File: config.mk
export PLATFORM = sky130hd
export DESIGN_NAME = clamp_gain_stage
export DESIGN_NICKNAME = d
export VERILOG_FILES = /design/src/rtl/clamp_gain_pkg.sv /design/src/rtl/cg_shadow_regs.sv /design/src/rtl/cg_valid_pipe.sv /design/src/rtl/cg_lane.sv /design/src/rtl/clamp_gain_stage.sv
export SDC_FILE = /design/constraint.sdc
export NUM_CORES = 1
export LEC_CHECK = 0
export ABC_AREA = 1
export CAP_MARGIN = 0
export CORE_MARGIN = 2
export CORE_UTILIZATION = 60
export DETAILED_ROUTE_END_ITERATION = 7
export DONT_BUFFER_PORTS = 1
export GPL_TIMING_DRIVEN = 0
export PLACE_DENSITY = 0.81
export SETUP_SLACK_MARGIN = 0.4
export SYNTH_ARGS = -nofsm -noshare
export SYNTH_HDL_FRONTEND = slang
export SYNTH_SLANG_ARGS = --single-unit
File: constraint.sdc
create_clock -name clk_i -period 16.4 [get_ports clk_i]
set_input_delay 0 -clock clk_i [delete_from_list [all_inputs] [get_ports clk_i]]
set_output_delay 0 -clock clk_i [all_outputs]
set_load 0.005 [all_outputs]
File: src/rtl/clamp_gain_pkg.sv
package clamp_gain_pkg;
  localparam int unsigned NUM_CH_D    = 3;
  localparam int unsigned SMP_W_D     = 12;
  localparam int unsigned DAT_W_D     = 10;
  localparam int unsigned CLP_W_D     = 8;
  localparam int unsigned GAIN_W_D    = 12;
  localparam int unsigned GAIN_FRAC_D = 9;
  localparam int unsigned LAT_D       = 2;
  localparam logic [GAIN_W_D-1:0] GAIN_RST_D = 12'h400;

  typedef enum logic {
    LOAD_FREE = 1'b0,
    LOAD_SYNC = 1'b1
  } load_mode_e;
endpackage

File: src/rtl/cg_shadow_regs.sv
module cg_shadow_regs
  import clamp_gain_pkg::*;
#(
  parameter int unsigned CLP_W    = CLP_W_D,
  parameter int unsigned DAT_W    = DAT_W_D,
  parameter int unsigned GAIN_W   = GAIN_W_D,
  parameter logic [GAIN_W-1:0] GAIN_RST = GAIN_RST_D
) (
  input  logic              clk_i,
  input  logic              rst_ni,
  input  logic [CLP_W-1:0]  clamp_reg_i,
  input  logic [GAIN_W-1:0] gain_reg_i,
  input  logic              mode_i,
  input  logic              sync_i,
  output logic [DAT_W-1:0]  clamp_o,
  output logic [GAIN_W-1:0] gain_o
);
  localparam int unsigned PAD_W = DAT_W - CLP_W;

  load_mode_e       mode;
  logic             load;
  logic [CLP_W-1:0] clamp_q;

  assign mode = load_mode_e'(mode_i);
  // sync high marks active video: hold settings there when synchronised
  assign load = (mode == LOAD_FREE) || !sync_i;

  always_ff @(posedge clk_i or negedge rst_ni) begin
    if (!rst_ni) begin
      clamp_q <= '0;
      gain_o  <= GAIN_RST;
    end else if (load) begin
      clamp_q <= clamp_reg_i;
      gain_o  <= gain_reg_i;
    end
  end

  assign clamp_o = {clamp_q, {PAD_W{1'b0}}};

  AST_FREE_LOAD: assert property (@(posedge clk_i) disable iff (!rst_ni)
    !mode_i |=> (gain_o == $past(gain_reg_i)) && (clamp_o[DAT_W-1 -: CLP_W] == $past(clamp_reg_i)));
  AST_SYNC_HOLD: assert property (@(posedge clk_i) disable iff (!rst_ni)
    (mode_i && sync_i) |=> ($stable(gain_o) && $stable(clamp_o)));
endmodule

File: src/rtl/cg_valid_pipe.sv
module cg_valid_pipe
  import clamp_gain_pkg::*;
#(
  parameter int unsigned DEPTH = LAT_D
) (
  input  logic             clk_i,
  input  logic             rst_ni,
  input  logic             valid_i,
  output logic [DEPTH-1:0] stage_o
);
  for (genvar s = 0; s < DEPTH; s++) begin : g_stage
    logic d;
    if (s == 0) begin : g_head
      assign d = valid_i;
    end else begin : g_tail
      assign d = stage_o[s-1];
    end
    always_ff @(posedge clk_i or negedge rst_ni) begin
      if (!rst_ni) stage_o[s] <= 1'b0;
      else         stage_o[s] <= d;
    end
  end
endmodule

File: src/rtl/cg_lane.sv
module cg_lane
  import clamp_gain_pkg::*;
#(
  parameter int unsigned SMP_W     = SMP_W_D,
  parameter int unsigned DAT_W     = DAT_W_D,
  parameter int unsigned GAIN_W    = GAIN_W_D,
  parameter int unsigned GAIN_FRAC = GAIN_FRAC_D
) (
  input  logic              clk_i,
  input  logic              rst_ni,
  input  logic              en0_i,
  input  logic              en1_i,
  input  logic [SMP_W-1:0]  smp_i,
  input  logic [DAT_W-1:0]  clamp_i,
  input  logic [GAIN_W-1:0] gain_i,
  output logic [DAT_W-1:0]  dat_o
);
  localparam int unsigned DIF_W  = DAT_W + 1;
  localparam int unsigned PROD_W = DIF_W + GAIN_W + 1;
  localparam logic signed [PROD_W-1:0] RND_K = PROD_W'(2 ** (GAIN_FRAC - 1));
  localparam logic signed [PROD_W-1:0] TOP_K = PROD_W'(2 ** DAT_W - 1);

  logic [DAT_W-1:0]         smp_x;
  logic signed [DIF_W-1:0]  diff;
  logic signed [PROD_W-1:0] diff_ext, gain_ext, prod;
  logic signed [PROD_W-1:0] prod_q;
  logic [DAT_W-1:0]         clamp_q;
  logic signed [PROD_W-1:0] scaled, sum;
  logic [DAT_W-1:0]         sat;

  assign smp_x = smp_i[SMP_W-1 -: DAT_W];
  if (SMP_W > DAT_W) begin : g_lsb
    logic unused_lsb;
    assign unused_lsb = ^smp_i[SMP_W-DAT_W-1:0];
  end

  // stage 1: pivot around clamp, full-precision product
  assign diff     = $signed({1'b0, smp_x}) - $signed({1'b0, clamp_i});
  assign diff_ext = PROD_W'(diff);
  assign gain_ext = $signed({{(PROD_W-GAIN_W){1'b0}}, gain_i});
  assign prod     = diff_ext * gain_ext;

  always_ff @(posedge clk_i or negedge rst_ni) begin
    if (!rst_ni) begin
      prod_q  <= '0;
      clamp_q <= '0;
    end else if (en0_i) begin
      prod_q  <= prod;
      clamp_q <= clamp_i;
    end
  end

  // stage 2: round half up, restore pivot, saturate
  assign scaled = (prod_q + RND_K) >>> GAIN_FRAC;
  assign sum    = scaled + $signed({{(PROD_W-DAT_W){1'b0}}, clamp_q});

  always_comb begin
    if (sum < 0)          sat = '0;
    else if (sum > TOP_K) sat = '1;
    else                  sat = sum[DAT_W-1:0];
  end

  always_ff @(posedge clk_i or negedge rst_ni) begin
    if (!rst_ni)    dat_o <= '0;
    else if (en1_i) dat_o <= sat;
  end

  AST_UNITY_PASS: assert property (@(posedge clk_i) disable iff (!rst_ni)
    (en0_i && gain_i == GAIN_W'(2 ** GAIN_FRAC)) |-> ##2 (dat_o == $past(smp_x, 2)));
  AST_PIVOT_FIXED: assert property (@(posedge clk_i) disable iff (!rst_ni)
    (en0_i && smp_x == clamp_i) |-> ##2 (dat_o == $past(clamp_i, 2)));
  AST_SAT_LOW: assert property (@(posedge clk_i) disable iff (!rst_ni)
    (en1_i && sum < 0) |=> (dat_o == '0));
  AST_SAT_HIGH: assert property (@(posedge clk_i) disable iff (!rst_ni)
    (en1_i && sum > TOP_K) |=> (dat_o == '1));
  AST_HOLD_IDLE: assert property (@(posedge clk_i) disable iff (!rst_ni)
    !en1_i |=> $stable(dat_o));
endmodule

File: src/rtl/clamp_gain_stage.sv
module clamp_gain_stage
  import clamp_gain_pkg::*;
#(
  parameter int unsigned NUM_CH    = NUM_CH_D,
  parameter int unsigned SMP_W     = SMP_W_D,
  parameter int unsigned DAT_W     = DAT_W_D,
  parameter int unsigned CLP_W     = CLP_W_D,
  parameter int unsigned GAIN_W    = GAIN_W_D,
  parameter int unsigned GAIN_FRAC = GAIN_FRAC_D,
  parameter logic [GAIN_W-1:0] GAIN_RST = GAIN_RST_D
) (
  input  logic                      clk_i,
  input  logic                      rst_ni,
  input  logic                      valid_i,
  input  logic [NUM_CH*SMP_W-1:0]   sample_i,
  input  logic [CLP_W-1:0]          clamp_reg_i,
  input  logic [GAIN_W-1:0]         gain_reg_i,
  input  logic                      sync_mode_i,
  input  logic                      sync_i,
  output logic [NUM_CH*DAT_W-1:0]   data_o,
  output logic                      valid_o
);
  localparam int unsigned LAT = LAT_D;

  logic [DAT_W-1:0]  clamp_act;
  logic [GAIN_W-1:0] gain_act;
  logic [LAT-1:0]    vstage;

  cg_shadow_regs #(
    .CLP_W(CLP_W), .DAT_W(DAT_W), .GAIN_W(GAIN_W), .GAIN_RST(GAIN_RST)
  ) u_shadow (
    .clk_i, .rst_ni,
    .clamp_reg_i, .gain_reg_i,
    .mode_i (sync_mode_i),
    .sync_i,
    .clamp_o(clamp_act),
    .gain_o (gain_act)
  );

  cg_valid_pipe #(.DEPTH(LAT)) u_vpipe (
    .clk_i, .rst_ni, .valid_i,
    .stage_o(vstage)
  );

  for (genvar c = 0; c < NUM_CH; c++) begin : g_ch
    cg_lane #(
      .SMP_W(SMP_W), .DAT_W(DAT_W), .GAIN_W(GAIN_W), .GAIN_FRAC(GAIN_FRAC)
    ) u_lane (
      .clk_i, .rst_ni,
      .en0_i  (valid_i),
      .en1_i  (vstage[0]),
      .smp_i  (sample_i[c*SMP_W +: SMP_W]),
      .clamp_i(clamp_act),
      .gain_i (gain_act),
      .dat_o  (data_o[c*DAT_W +: DAT_W])
    );
  end

  assign valid_o = vstage[LAT-1];

  AST_VALID_LAT: assert property (@(posedge clk_i) disable iff (!rst_ni)
    valid_i |-> ##2 valid_o);
  AST_NO_SPURIOUS: assert property (@(posedge clk_i) disable iff (!rst_ni)
    !valid_i |-> ##2 !valid_o);
endmodule

; ---- After elaboration in Yosys (flattened, before gate mapping)
; Index checks and enable logic that the tools add are counted.
[totals]
ff_bits = 132
out_inout_bits = 31
word_cells = 38
[classes]
add_sub_neg = 9
multipliers = 3
n_lt_le_gt_ge = 6
n_mux = 6
bitwise_logic = 1
n_reduce_logical = 2
[op_table]
columns = cell, count
row1 = "24-bit by 10-bit adder with 24-bit output, second input constant", 3
row2 = 11-bit by 13-bit multiplier with 24-bit output, 3
row3 = 10-bit two-way mux, 6
row4 = 15-bit by 11-bit adder with 16-bit output, 3
row5 = "16-bit by 11-bit > comparator with 1-bit output, second input constant", 3
row6 = "16-bit by 1-bit less-than comparator with 1-bit output, second input constant", 3
row7 = 10-bit by 10-bit subtractor with 11-bit output, 3
row8 = 1-bit zero test, 1
row9 = 1-bit logical OR, 1
row10 = 1-bit NOT, 1

; ---- Logic depth before layout (Yosys ltp)
; Gate-level depths: netlist (run 1).
[logic_depth]
ltp_word = 5
mapped_depth = 33

; ---- By module
; A second synthesis (run 1) with hierarchy kept.
[hier_totals]
hier_cells = 3026
hier_area_um2 = 22773.1
[by_module_without_submodules]
columns = mod, instances, cells_per_inst, area_per_inst_um2, seq_area_each_um2
row1 = cg_lane (g_ch[2].u_lane), 1, 990, 7385.8, 900.9
row2 = cg_lane (g_ch[0].u_lane), 1, 968, 7299.5, 900.9
row3 = cg_lane (g_ch[1].u_lane), 1, 975, 7225.7, 900.9
row4 = cg_shadow_regs, 1, 90, 804.5, 501.7
row5 = cg_valid_pipe, 1, 3, 57.6, 50.0

; ---- Worst setup path before layout (run 1)
; Ideal clock, no wire load.
[synth_timing]
path_kind = register to register
from = register u_shadow.clamp_q[1]
to = register g_ch[1].u_lane.prod_q[17]
arrival_ps = 6040
slack_ps = 10231
stages_incl_launch_ff = 31
cell_sequence = dfrtp_1 > inv_1 > ha_1 > nand3b_1 > nand2_1 > a21oi_1 > o21ai_1 > nand2_1 > nand2_1 > a21oi_1 > xor2_2 > inv_2 > nand2_1 > fa_1 > fa_1 > inv_1 > fa_1 > fa_1 > inv_1 > fa_1 > inv_1 > ha_1 > a21oi_1 > inv_1 > a21oi_1 > inv_1 > a21oi_1 > o21bai_1 > or2_2 > nand3_1 > o21ai_0
[synth_between]
elab_chain_len = 2
[synth_lines]
columns = item, line
row1 = "start, declared", cg_shadow_regs.sv:22  ; logic [CLP_W-1:0] clamp_q;
row2 = "start signal, assigned", cg_shadow_regs.sv:33  ; clamp_q <= clamp_reg_i;
row3 = 10-bit by 10-bit subtractor with 11-bit output, cg_lane.sv:38  ; assign diff = $signed({1'b0, smp_x}) - $signed({1'b0, clamp_i});
row4 = 11-bit by 13-bit multiplier with 24-bit output, cg_lane.sv:41  ; assign prod = diff_ext * gain_ext;
row5 = "end signal, assigned", cg_lane.sv:48  ; prod_q <= prod;
row6 = "end, declared", cg_lane.sv:26  ; logic signed [PROD_W-1:0] prod_q;
; Every way passes these cells.
; A chain may end at the register's enable or synchronous reset.

; ---- Worst setup path in the final report (run 1)
; Same ends and word-level chain as after synthesis.

==> results.toml, run 1 <==
[die]
num_rows = 68
dieArea_sq_mm = 0.0365
die_h_um = 191
initial_core_util = 0.608
core_area_sq_mm = 0.0345
die-width_um = 191
io_pins = 92

[clocking]
clockBufferDepth = 2
numCtsBuffers = 9
cts_tree = "done"
clkLatencyLatePin_ns = 0.41
cts-root-buf = "clkbuf_16"
htreeDepth = 3
clock-sinks = 108
path_clk_slew_ns = 0.09
postCtsSetupBuffers = 0

[timing]
max_freq_ghz = 0.130
max_slew_margin = 0.204
fin_setup_tns_ns = 0
layout_min_cycle_time_ns = 7.68
rsz0062_at_grt = "no"
hold_violations = 0
setup_violations = 0
tightest_slew_ns = 1.19
period_share = 0.468
setup_ws_ns = 8.72
drv_slew = 0
fin_worst_skew_ns = 0.0323
holdWs_ns = 0.0351

[route]
drt_iter0_markers = 1568
via_per_inst = 5.62
wl_per_cell_um = 18.7
drtAntennaViolNets = 0
drcViolationCount = 0
wl_um = 61700
via_count = 18549
first_pass_iters = 5

[run]
cap_violations = 0

[layout]
area_delta_synth_final_pct = 5.36
diodes = 0
final_nets = 3441
drive_gt1_frac = 0.0365
fin_util = 0.641

[synth]
synthTopCellsByArea = "fa_1 26%, ha_1 16%, dfrtp_1 13%"
async_flop_share = 1.00
syn_nets = 3407
avgSynthCellArea_sq_um = 7.48
synth_area_sq_mm = 0.0210
ys_warn_count = 0
ys_types = 53
synth_top_area_cell = "fa_1"
ys.flop_type = "dfrtp_1"
synth_common_cells = "679 x nand2_1, 585 x inv_1, 270 x fa_1"
yosysTopAreaCellShare = 0.257
ys_seq_area_frac = 0.129
yosysMostFrequentCell = "nand2_1"
syn-instance-count = 2809
synth_edf_count = 0
synth_seq_cells = 108

[critical_path]
cpPeakStageDelay_ns = 0.72
crit_type = "reg2reg"
path_buf_inv = 7
endpoint_kind = "flop"
cpMaxStageDelayCell = "dfrtp_1"
critPathLaunchType = "flop"
required_ns = 16.66
cp_max_fo = 10
path_delay_family = "adder cells"
cp.arrival_ns = 7.94

[placement]
place.gp.congestion = 1.02
port_buffers = 0
dp_hpwl_um = 50800
dpl_worst_slack_ns = 8.94

[global_routing]
grt_usage = 0.353
first_global_vias = 18828
grt_pass1_wl_um = 98600
overflow = 0
antenna_found_initial = 0
grt_start_max_net_pins = 109

[min_path]
min_path_type = "in2reg"

[status]
status = "finished, final reports clean"
per-stage QoR:
step / instance area [sq um] / instances
floorplan: 21000 / 2809
global placement: 21600 / 3264
detailed placement: 21600 / 3264
CTS: 22100 / 3303
global route: 22100 / 3303
finish: 22100 / 3303
state kept, by name, indices dropped and copies added, names as in the netlist:
name / cells
u_shadow.clamp_q: 8
u_vpipe.stage_o: 1
u_shadow.gain_o: 12
g_ch.u_lane.prod_q: 48
g_ch.u_lane.clamp_q: 8
g_ch.u_lane.dat_o: 30
u_vpipe.g_stage.d: 1
kinds of logic after synthesis:
logic type / share of synthesized area
AND/OR/NAND/NOR: 0.235
buffers and inverters: 0.119
adder cells (fa/ha/maj): 0.416
AO/OA/AOI/OAI: 0.0712
flip-flops: 0.129
XOR/XNOR: 0.0296
multiplexers: 0.000536
worst paths after layout:
path	start	to	slack [ns]	depth (start not counted)
worst max-delay path	u_shadow.clamp_q[1]	g_ch[1].u_lane.prod_q[17]	8.72	30
worst min-delay path	valid_i	g_ch[2].u_lane.prod_q[22]	0.04	2
worst max register to register	u_shadow.clamp_q[1]	g_ch[1].u_lane.prod_q[17]	8.72	30
worst min register to register	u_vpipe.g_stage[1].d	u_vpipe.stage_o[1]	0.42	0
max in group asynchronous	rst_ni	g_ch[1].u_lane.dat_o[0]	15.65	2
min in group asynchronous	rst_ni	u_shadow.gain_o[4]	0.28	2
area by class of cell:
class / count / area [sq um]
well taps: 455 / 569
repair buffers: 23 / 248
clock buffers: 9 / 225
flip-flops and latches: 108 / 2700
fillers: 3032 / 12400
plain buffers: 61 / 233
multi-input cells: 2037 / 15800
inverters: 603 / 2260
clock inverters: 7 / 83.8
per-layer routing:
metal  wire length (um)  track usage  part of all wire  vias up
li1                   -            -                 -     8671
met1              24700        0.454              0.40     8813
met2              27900        0.576              0.45      884
met3               5770       0.0633             0.093      181
met4               3400        0.170             0.055        0
met5                  0            0                 0        -
cells in the final DEF, fill, tap and decap left out, types with 5 or more instances in the layout:
cell and count:
a211oi_1 8, a21o_1 8, a21oi_1 97, a31oi_1 18
clkbuf_1 56, clkbuf_16 9, clkinv_1 9, dfrtp_1 107
dlygate4sd3_1 22, fa_1 270, ha_1 267, inv_1 585
inv_2 9, nand2_1 679, nand2_2 5, nand3_1 84
nand3_2 5, nand3b_1 6, nand4_1 38, nor2_1 261
nor2_2 5, nor2_4 6, nor3_1 23, o21ai_0 103
o21ai_1 10, o21bai_1 5, or2_2 34, xnor2_1 28
xor2_1 38
what timing repair did:
item / in CTS / in global routing
endpoints found under the setup margin: 0 / 0
endpoints found under the hold margin: 135 / 0
hold buffers: 23 / 0
resized for setup: 0 / 0
Power of run 1 is left out: the tool's default activity adds up to more than one toggle a clock period on the data nets, which glitch-free logic cannot reach.
==> inputs of run 2 (changes only) <==
--- a/config.mk
+++ b/config.mk
@@ -12,7 +12,7 @@
 export DETAILED_ROUTE_END_ITERATION = 7
 export DONT_BUFFER_PORTS = 1
 export GPL_TIMING_DRIVEN = 0
-export PLACE_DENSITY = 0.81
+export PLACE_DENSITY = 0.84
 export SETUP_SLACK_MARGIN = 0.4
 export SYNTH_ARGS = -nofsm -noshare
 export SYNTH_HDL_FRONTEND = slang
==> constraint.sdc (replaced) <==
create_clock -name clk_i -period 6.6 [get_ports clk_i]
set_input_delay 0 -clock clk_i [delete_from_list [all_inputs] [get_ports clk_i]]
set_output_delay 0 -clock clk_i [all_outputs]
set_load 0.005 [all_outputs]
==> results.toml, run 2 (synthesized netlist as in run 1, its figures left out) <==
[status]
status = "finished with violations"
violations = "negative setup slack"

[critical_path]
endpoint_kind = "flop"
crit_type = "reg2reg"
cp.arrival_ns = 6.91
cp_common_cell = "nand2_2"
critPathLaunchType = "flop"
cpMaxStageDelayCell = "fa_2"
path_delay_family = "adder cells"
cp_max_fo = 6
cp.depth = 32
rr_worst_depth = 32
path_buf_inv = 7
cpPeakStageDelay_ns = 0.60
r2r_end = "g_ch[1].u_lane.prod_q[18]"
required_ns = 6.85
reg2reg_from = "u_shadow.clamp_q[2]"
crit_path_start = "u_shadow.clamp_q[2]"
r2r_slack_ns = -0.05

[route]
drcViolationCount = 0
wl_per_cell_um = 21.5
wl_um = 73600
drt_iter0_markers = 2041
via_count = 20396
drtAntennaViolNets = 0
via_per_inst = 5.96
first_pass_iters = 8

[clocking]
cts-root-buf = "clkbuf_16"
htreeDepth = 3
cts_tree = "done"
clockBufferDepth = 2
clkLatencyLatePin_ns = 0.41
clock-sinks = 108
numCtsBuffers = 9
path_clk_slew_ns = 0.11

[min_path]
min_to = "g_ch[1].u_lane.prod_q[17]"
min-delay-start = "valid_i"
min_path_type = "in2reg"
hold_depth = 2

[timing]
tightest_slew_ns = 1.09
period_share = 1.01
layout_min_cycle_time_ns = 6.65
max_freq_ghz = 0.150
drv_slew = 0
hold_violations = 0
rsz0062_at_grt = "yes"
setup_ws_ns = -0.0549
setup_violations = 6
fin_worst_skew_ns = 0.0292
max_slew_margin = 0.272

[die]
core_area_sq_mm = 0.0345
dieArea_sq_mm = 0.0365
initial_core_util = 0.608
die-width_um = 191
num_rows = 68
io_pins = 92
die_h_um = 191

[global_routing]
grt_start_max_net_pins = 109
grt_pass1_wl_um = 104000
antenna_found_initial = 2
overflow = 0
grt_usage = 0.374
first_global_vias = 19662

[layout]
top_register = "g_ch.u_lane.prod_q"
top_regs = "g_ch.u_lane.prod_q: 48 flops, g_ch.u_lane.dat_o: 30 flops, u_shadow.gain_o: 12 flops"
mostFrequentLayoutCells = "617 x nand2_1, 539 x inv_1, 254 x fa_1"
drive_gt1_frac = 0.185
final_nets = 3557
largest_reg_flops = 48
fin_util = 0.728
final_common_cell = "nand2_1"
area_delta_synth_final_pct = 19.8

[run]
cap_violations = 0

[placement]
dp_hpwl_um = 51600
port_buffers = 0
place.gp.congestion = 1.04
## run 2: cell count changes in the layout (fill, tap and decap cells not counted), sizes merged
cell | before | now
inv | 599 | 594
clkinvlp | 0 | 4
diode | 0 | 4
a21oi | 101 | 102
clkinv | 11 | 12
nand2 | 687 | 688
buf | 6 | 120
## run 2: layer usage
layer / track usage / wire length [um] / vias up
met5: 0 / 0 / -
met4: 0.189 / 5010 / 0
met3: 0.0966 / 8430 / 398
met2: 0.609 / 33900 / 1395
met1: 0.459 / 26200 / 9678
li1: - / - / 8925
## run 2: cell type report
type / instances / area (sq um)
Inverter: 603 / 2310
Clock buffer: 9 / 225
Antenna cell: 4 / 10.0
Clock inverter: 7 / 78.8
Buffer: 61 / 244
Sequential cell: 108 / 2710
Tap cell: 455 / 569
Fill cell: 2468 / 9390
Timing Repair Buffer: 137 / 1270
Multi-Input combinational cell: 2039 / 17700
## run 2: how the worst max path moves through the flow
stage	end	slack (ns)
2_1_floorplan	g_ch[1].u_lane.prod_q[17]	0.43
3_5_place_dp	g_ch[1].u_lane.prod_q[17]	-1.12
6_report	g_ch[1].u_lane.prod_q[18]	-0.05
3_3_place_gp	g_ch[1].u_lane.prod_q[17]	-1.05
4_1_cts	g_ch[1].u_lane.prod_q[17]	0.27
5_1_grt	g_ch[1].u_lane.prod_q[18]	-0.14
## run 2: per-stage QoR
step	setup TNS (ns)	area, sq um	hold slack [ns]	worst slack [ns]	cells
after floorplan	0	21000	-0.296	0.431	2809
after global placement	-20.25	21600	-0.293	-1.05	3264
after detailed placement	-22.82	21600	-0.293	-1.12	3264
after CTS	0	23400	0.0276	0.275	3347
after global routing	-1.33	25100	0.0750	-0.143	3420
final	-0.203	25200	0.0450	-0.0549	3423
## run 2: worst reg2reg max path: cells and delay by family (launching register included)
family	cells	cell delay (ns)
buf+inv	7	0.75
compound gates	8	1.23
xor+xnor	2	0.36
fa+ha+maj	7	3.07
flops	1	0.39
simple gates	8	0.70
## run 2: repair_timing
action	in CTS	in global routing
setup endpoints to repair	45	43
resized for setup	210	319
pin swaps	69	159
buffers inserted	43	71
cloned	1	1
hold endpoints to repair	135	0
hold buffers	23	0
Power of run 2 is left out for the same reason.
